### src/rtl/mvb_pkg.sv
package mvb_pkg;

  localparam int XT_W = 3;

  typedef enum logic [XT_W-1:0] {
    XK_SMC  = 3'd0,
    XK_PABT = 3'd1,
    XK_DABT = 3'd2,
    XK_IRQ  = 3'd3,
    XK_FIQ  = 3'd4
  } exc_kind_e;

  typedef struct packed {
    logic hit;
    logic rd_ok;
    logic wr_ok;
    logic deny;
  } acc_verdict_t;

  function automatic logic [5:0] vec_offset(input logic [XT_W-1:0] kind);
    case (kind)
      XK_SMC:  vec_offset = 6'h08;
      XK_PABT: vec_offset = 6'h0C;
      XK_DABT: vec_offset = 6'h10;
      XK_IRQ:  vec_offset = 6'h18;
      XK_FIQ:  vec_offset = 6'h1C;
      default: vec_offset = 6'h00;
    endcase
  endfunction

endpackage

### src/rtl/mvb_access_chk.sv
module mvb_access_chk
  import mvb_pkg::*;
#(
  parameter int OP1_W   = 3,
  parameter int CR_W    = 4,
  parameter int OP2_W   = 3,
  parameter int SEL_OP1 = 0,
  parameter int SEL_CRN = 12,
  parameter int SEL_CRM = 0,
  parameter int SEL_OP2 = 1
) (
  input  logic             clk,
  input  logic             rst,
  input  logic             acc_valid,
  input  logic             acc_write,
  input  logic [OP1_W-1:0] acc_op1,
  input  logic [CR_W-1:0]  acc_crn,
  input  logic [CR_W-1:0]  acc_crm,
  input  logic [OP2_W-1:0] acc_op2,
  input  logic             ns_state,
  input  logic             priv,
  input  logic             wr_lock,
  output acc_verdict_t     verdict
);

  logic enc_match;
  logic secure_priv;

  always_comb begin
    enc_match = (acc_op1 == OP1_W'(SEL_OP1)) &&
                (acc_crn == CR_W'(SEL_CRN))  &&
                (acc_crm == CR_W'(SEL_CRM))  &&
                (acc_op2 == OP2_W'(SEL_OP2));
    secure_priv   = !ns_state && priv;
    verdict.hit   = acc_valid && enc_match;
    verdict.rd_ok = verdict.hit && secure_priv && !acc_write;
    verdict.wr_ok = verdict.hit && secure_priv && acc_write && !wr_lock;
    verdict.deny  = verdict.hit && !(verdict.rd_ok || verdict.wr_ok);
  end

  AST_NS_DENY: assert property (@(posedge clk) disable iff (rst)
    (acc_valid && enc_match && ns_state) |-> verdict.deny);
  AST_USER_DENY: assert property (@(posedge clk) disable iff (rst)
    (acc_valid && enc_match && !priv) |-> verdict.deny);
  AST_LOCK_NOWR: assert property (@(posedge clk) disable iff (rst)
    wr_lock |-> !verdict.wr_ok);
  AST_MISS_QUIET: assert property (@(posedge clk) disable iff (rst)
    !enc_match |-> !(verdict.deny || verdict.rd_ok || verdict.wr_ok));

endmodule

### src/rtl/mvb_base_reg.sv
module mvb_base_reg
  import mvb_pkg::*;
#(
  parameter int ADDR_W   = 32,
  parameter int LOW_ZERO = 5
) (
  input  logic              clk,
  input  logic              rst,
  input  acc_verdict_t      verdict,
  input  logic [ADDR_W-1:0] acc_wdata,
  output logic [ADDR_W-1:0] base,
  output logic [ADDR_W-1:0] rd_data,
  output logic              rd_valid,
  output logic              undef_flag
);

  localparam int HI_W = ADDR_W - LOW_ZERO;

  logic [HI_W-1:0] base_hi;

  always_ff @(posedge clk) begin
    if (rst) begin
      base_hi <= '0;
    end else if (verdict.wr_ok) begin
      base_hi <= acc_wdata[ADDR_W-1:LOW_ZERO];
    end
  end

  generate
    if (LOW_ZERO > 0) begin : g_low
      assign base = {base_hi, {LOW_ZERO{1'b0}}};
    end else begin : g_full
      assign base = base_hi;
    end
  endgenerate

  always_ff @(posedge clk) begin
    if (rst) begin
      rd_data    <= '0;
      rd_valid   <= 1'b0;
      undef_flag <= 1'b0;
    end else begin
      rd_data    <= verdict.rd_ok ? base : '0;
      rd_valid   <= verdict.rd_ok;
      undef_flag <= verdict.deny;
    end
  end

  AST_UNDEF_HOLD: assert property (@(posedge clk) disable iff (rst)
    undef_flag |-> (base == $past(base)));
  AST_UNDEF_SRC: assert property (@(posedge clk) disable iff (rst)
    undef_flag |-> $past(verdict.deny));
  AST_RD_LOW_ZERO: assert property (@(posedge clk) disable iff (rst)
    rd_valid |-> (rd_data[LOW_ZERO-1:0] == '0));
  AST_RD_UNDEF_EXCL: assert property (@(posedge clk) disable iff (rst)
    !(rd_valid && undef_flag));

endmodule

### src/rtl/mvb_vec_gen.sv
module mvb_vec_gen
  import mvb_pkg::*;
#(
  parameter int ADDR_W = 32
) (
  input  logic              clk,
  input  logic              rst,
  input  logic [ADDR_W-1:0] base,
  input  logic              exc_valid,
  input  logic [XT_W-1:0]   exc_type,
  input  logic              route_irq,
  input  logic              route_fiq,
  input  logic              route_abt,
  output logic              tgt_valid,
  output logic [ADDR_W-1:0] tgt_addr
);

  logic to_monitor;

  always_comb begin
    case (exc_type)
      XK_SMC:          to_monitor = 1'b1;
      XK_PABT, XK_DABT: to_monitor = route_abt;
      XK_IRQ:          to_monitor = route_irq;
      XK_FIQ:          to_monitor = route_fiq;
      default:         to_monitor = 1'b0;
    endcase
    to_monitor = to_monitor && exc_valid;
  end

  always_ff @(posedge clk) begin
    if (rst) begin
      tgt_valid <= 1'b0;
      tgt_addr  <= '0;
    end else begin
      tgt_valid <= to_monitor;
      tgt_addr  <= to_monitor ? (base + ADDR_W'(vec_offset(exc_type))) : '0;
    end
  end

  AST_TGT_SRC: assert property (@(posedge clk) disable iff (rst)
    tgt_valid |-> $past(exc_valid));
  AST_NO_OTHER: assert property (@(posedge clk) disable iff (rst)
    (exc_valid && (exc_type > 3'd4)) |=> !tgt_valid);
  AST_SMC_ALWAYS: assert property (@(posedge clk) disable iff (rst)
    (exc_valid && (exc_type == 3'd0)) |=> tgt_valid);
  AST_IDLE_ZERO: assert property (@(posedge clk) disable iff (rst)
    !tgt_valid |-> (tgt_addr == '0));

endmodule

### src/rtl/mon_vec_base.sv
module mon_vec_base
  import mvb_pkg::*;
#(
  parameter int ADDR_W   = 32,
  parameter int LOW_ZERO = 5,
  parameter int OP1_W    = 3,
  parameter int CR_W     = 4,
  parameter int OP2_W    = 3
) (
  input  logic              clk,
  input  logic              rst,
  input  logic              acc_valid,
  input  logic              acc_write,
  input  logic [OP1_W-1:0]  acc_op1,
  input  logic [CR_W-1:0]   acc_crn,
  input  logic [CR_W-1:0]   acc_crm,
  input  logic [OP2_W-1:0]  acc_op2,
  input  logic [ADDR_W-1:0] acc_wdata,
  input  logic              ns_state,
  input  logic              priv,
  input  logic              wr_lock,
  input  logic              exc_valid,
  input  logic [2:0]        exc_type,
  input  logic              route_irq,
  input  logic              route_fiq,
  input  logic              route_abt,
  output logic [ADDR_W-1:0] rd_data,
  output logic              rd_valid,
  output logic              undef_flag,
  output logic              tgt_valid,
  output logic [ADDR_W-1:0] tgt_addr
);

  acc_verdict_t      verdict;
  logic [ADDR_W-1:0] base;

  mvb_access_chk #(
    .OP1_W(OP1_W), .CR_W(CR_W), .OP2_W(OP2_W),
    .SEL_OP1(0), .SEL_CRN(12), .SEL_CRM(0), .SEL_OP2(1)
  ) u_chk (
    .clk(clk), .rst(rst),
    .acc_valid(acc_valid), .acc_write(acc_write),
    .acc_op1(acc_op1), .acc_crn(acc_crn), .acc_crm(acc_crm), .acc_op2(acc_op2),
    .ns_state(ns_state), .priv(priv), .wr_lock(wr_lock),
    .verdict(verdict)
  );

  mvb_base_reg #(.ADDR_W(ADDR_W), .LOW_ZERO(LOW_ZERO)) u_reg (
    .clk(clk), .rst(rst), .verdict(verdict), .acc_wdata(acc_wdata),
    .base(base), .rd_data(rd_data), .rd_valid(rd_valid), .undef_flag(undef_flag)
  );

  mvb_vec_gen #(.ADDR_W(ADDR_W)) u_vec (
    .clk(clk), .rst(rst), .base(base),
    .exc_valid(exc_valid), .exc_type(exc_type),
    .route_irq(route_irq), .route_fiq(route_fiq), .route_abt(route_abt),
    .tgt_valid(tgt_valid), .tgt_addr(tgt_addr)
  );

  AST_REFUSED_NO_DATA: assert property (@(posedge clk) disable iff (rst)
    (acc_valid && ns_state) |=> !rd_valid);
  AST_UNDEF_ONE_CYCLE: assert property (@(posedge clk) disable iff (rst)
    (undef_flag && !$past(acc_valid, 1)) |-> 1'b0);

endmodule

### config.mk
export PLATFORM = sky130hd
export DESIGN_NAME = mon_vec_base
export DESIGN_NICKNAME = d
export VERILOG_FILES = /design/src/rtl/mvb_pkg.sv /design/src/rtl/mvb_access_chk.sv /design/src/rtl/mvb_base_reg.sv /design/src/rtl/mvb_vec_gen.sv /design/src/rtl/mon_vec_base.sv
export SDC_FILE = /design/constraint.sdc
export NUM_CORES = 1
export LEC_CHECK = 0
export BUFFER_PORTS_ARGS = -buffer_cell sky130_fd_sc_hd__buf_2
export CAP_MARGIN = 30
export CORE_ASPECT_RATIO = 0.8
export CORE_MARGIN = 1.5
export CORE_UTILIZATION = 51
export DETAILED_ROUTE_END_ITERATION = 6
export GPL_ROUTABILITY_DRIVEN = 1
export MAX_ROUTING_LAYER = met4
export PLACE_DENSITY_LB_ADDON = 0.2
export RECOVER_POWER = 100
export SLEW_MARGIN = 20
export SYNTH_ARGS = -nofsm -noshare
export SYNTH_HDL_FRONTEND = slang
export SYNTH_SLANG_ARGS = --single-unit
export TNS_END_PERCENT = 50
### constraint.sdc
create_clock -name clk -period 3 [get_ports clk]
set_clock_uncertainty 0.05 [all_clocks]
set_input_delay 0.6 -clock clk [delete_from_list [all_inputs] [get_ports clk]]
set_output_delay 0.6 -clock clk [all_outputs]
set_load 0.05 [all_outputs]
==> out/qor.txt <==
Drt initial violations: 79
Top post-synthesis cells by area: dfxtp_1 (57%), nand2b_1 (11%), and2_1 (11%)
Fillers: 511
Dpl hpwl: 3.514 mm
Routability congestion estimate: 0.7070
Rel. slew slack: -18.65%
Overall routed net length: 5.130 mm
# clock sinks: 87
Most frequent cell after synthesis: dfxtp_1
# Max-Cap Violations: 1
Latest clock arrival within the worst-skew pair: 340 ps
Hold path start: u_reg.base_hi[7]
Rows: 25
Final setup vio count: 0
Dpl cells: 451
Static Leak: 1.498 nW
Antenna Nets Post-Route: 0
Starting Density: 52.41%
Fmax achieved: 445.5 MHz
CTS Hold Bufs: 0
Worst-path cell chain: clkbuf_1, a2111oi_4, buf_4, and3_1
RSZ-0062 raised after global routing: false
Wirelength per Cell: 11.01 um
Avg Vias per Cell: 4.290
Final period util: 74.82%
Post-route cell area: 3766 um^2
First-pass GRT wire length: 8.066 mm
CP top delay family: buffers and inverters
Ys async rst share: 0%
Post-Synthesis Cells: 267
CP Data Arrival Time: 2440 ps
Via count: 1999
Crit path required time: 3200 ps
Post-synth EDFFs: 0
CTS tree: yes
Max Slew Vio Count: 58
Pwr Density: 545.7 nW/um^2
Nature of the critical path startpoint: primary input
Crit-path slowest cell: clkbuf_1
Post-synth top area cell: dfxtp_1
Worst vdd ir: 372.8 uV
YS warnings: 0
Min cycle time layout: 2244 ps
Reg2reg setup slack: 2310 ps
Non-Filler Instances: 466
Setup CP Type: in2reg
Critical path's largest stage delay: 1260 ps
Gr ovfl total: 0
Ant. Diodes: 0
Post-CTS Resized: 0
Initial antenna violation count: 0
Clk buf depth: 2
Netlist Area Pre-Place: 3065 um^2
Yosys top cell area share: 56.82%
Detailed Routing Iterations Pass 1: 3
Syn avg cell area: 11.48 um^2
Num CTS Buffers: 9
Total GRT Usage: 17.13%
Syn-to-layout area delta: 22.86%
Largest net degree at the start of global routing: 58
Die X-Extent: 89.68 um
Hold WC Path Type: reg2reg
Die H: 72.35 um
Status: complete, but fails checks
CP startpoint: rst
Die Footprint: 6488 um^2
Number of global-route vias before repair: 1769
# DRC: 0
Placed cell area: 3650 um^2
Worst slew pin tran: 1780 ps
Final Hold Fails: 0
Clock Pin Slew Worst Setup and Hold Paths: 80 ps
Core Footprint: 5849 um^2
Worst Path Buf+Inv: 2
# Post-CTS Setup Buffers: 0
I/O Buffers: 114
Seq/Total Area, Yosys: 56.82%
Crit Path Max Fanout: 57
Hold slack: 429.6 ps
Setup TNS: 0 ps
Tot Pwr: 2.055 mW
H-tree depth: 3
Seq cells post-synth: 87
Post-synth top cells: dfxtp_1 (87), nand2b_1 (56), and2_1 (54)
Failing checks: max-capacitance violations, max-slew violations
Clk root buf: clkbuf_8
Fin nets: 441
Fraction of layout instances using a drive strength above 1: 20.52%
Critical path capture point type: flop
# IOs: 127
Top_reg_cell synth: dfxtp_1
Synth unique cells: 27
Reg-to-reg critical path startpoint: u_reg.base_hi[9]
## cell type report
cell class              instances  area, um^2  area share (%)
inverters                       1       3.754         0.09967
multi-input cells             164        1202           31.93
well taps                      81       101.3           2.691
clock inverters                 6       68.82           1.827
repair buffers                118       524.3           13.92
clock buffers                   9       123.9           3.289
flip-flops and latches         87        1742           46.25
## sequential cells by signal (all words and copies together) (netlist names)
signal,flops
u_reg.base_hi,27
u_reg.rd_data,27
u_reg.rd_valid,1
u_reg.undef_flag,1
u_vec.tgt_addr,30
u_vec.tgt_valid,1
## layout by cell type (no fill, tap or decap), types with 4 or more instances in the layout
| cell | count |
|---|---|
| dfxtp_1 | 87 |
| clkbuf_1 | 61 |
| nand2b_1 | 56 |
| buf_2 | 53 |
| and2_1 | 46 |
| mux2i_1 | 29 |
| clkbuf_8 | 9 |
| and2_0 | 8 |
| conb_1 | 7 |
| buf_4 | 4 |
## path summary, 6_finish.rpt
kind,cells after the start,to
setup / recovery,4,u_vec.tgt_addr[3]
hold / removal,1,u_vec.tgt_addr[12]
setup reg to reg,2,u_reg.base_hi[9]
hold reg to reg,1,u_vec.tgt_addr[12]
## metal layers
metal	part of all wire, %	GRT usage, %	up-vias
li1	-	-	1060
met1	45	19.64	857
met2	46	26.45	73
met3	7.6	6.257	9
met4	1.4	8.205	0
met5	0	-	-
## per-stage QoR
step,utilization [%],setup slack (ps)
6_report,64.39,755.5
3_3_place_gp,62.40,700.8
2_1_floorplan,-,1032
4_1_cts,65.69,1019
5_1_grt,64.39,471.1
3_5_place_dp,62.40,645.8
## power breakdown
group / internal [mW] / total (mW) / switching [mW]
Combinational: 0.0499 / 0.114 / 0.0641
Sequential: 1.16 / 1.16 / 0.000388
Clock: 0.386 / 0.786 / 0.400
## worst reg2reg max path, stage by stage, from the launching register on
cell and delay [ps]:
dfxtp_1 360, nand2b_1 60, mux2i_1 150
## kinds of logic after synthesis
group	after synthesis	share of synthesized area, %
AND/OR/NAND/NOR	124	27.02
flip-flops	87	56.82
multiplexers	29	9.469
buffers and inverters	22	4.979
AO/OA/AOI/OAI	4	1.592
other	1	0.1223
Note: power is estimated with default switching activity, not from simulation.
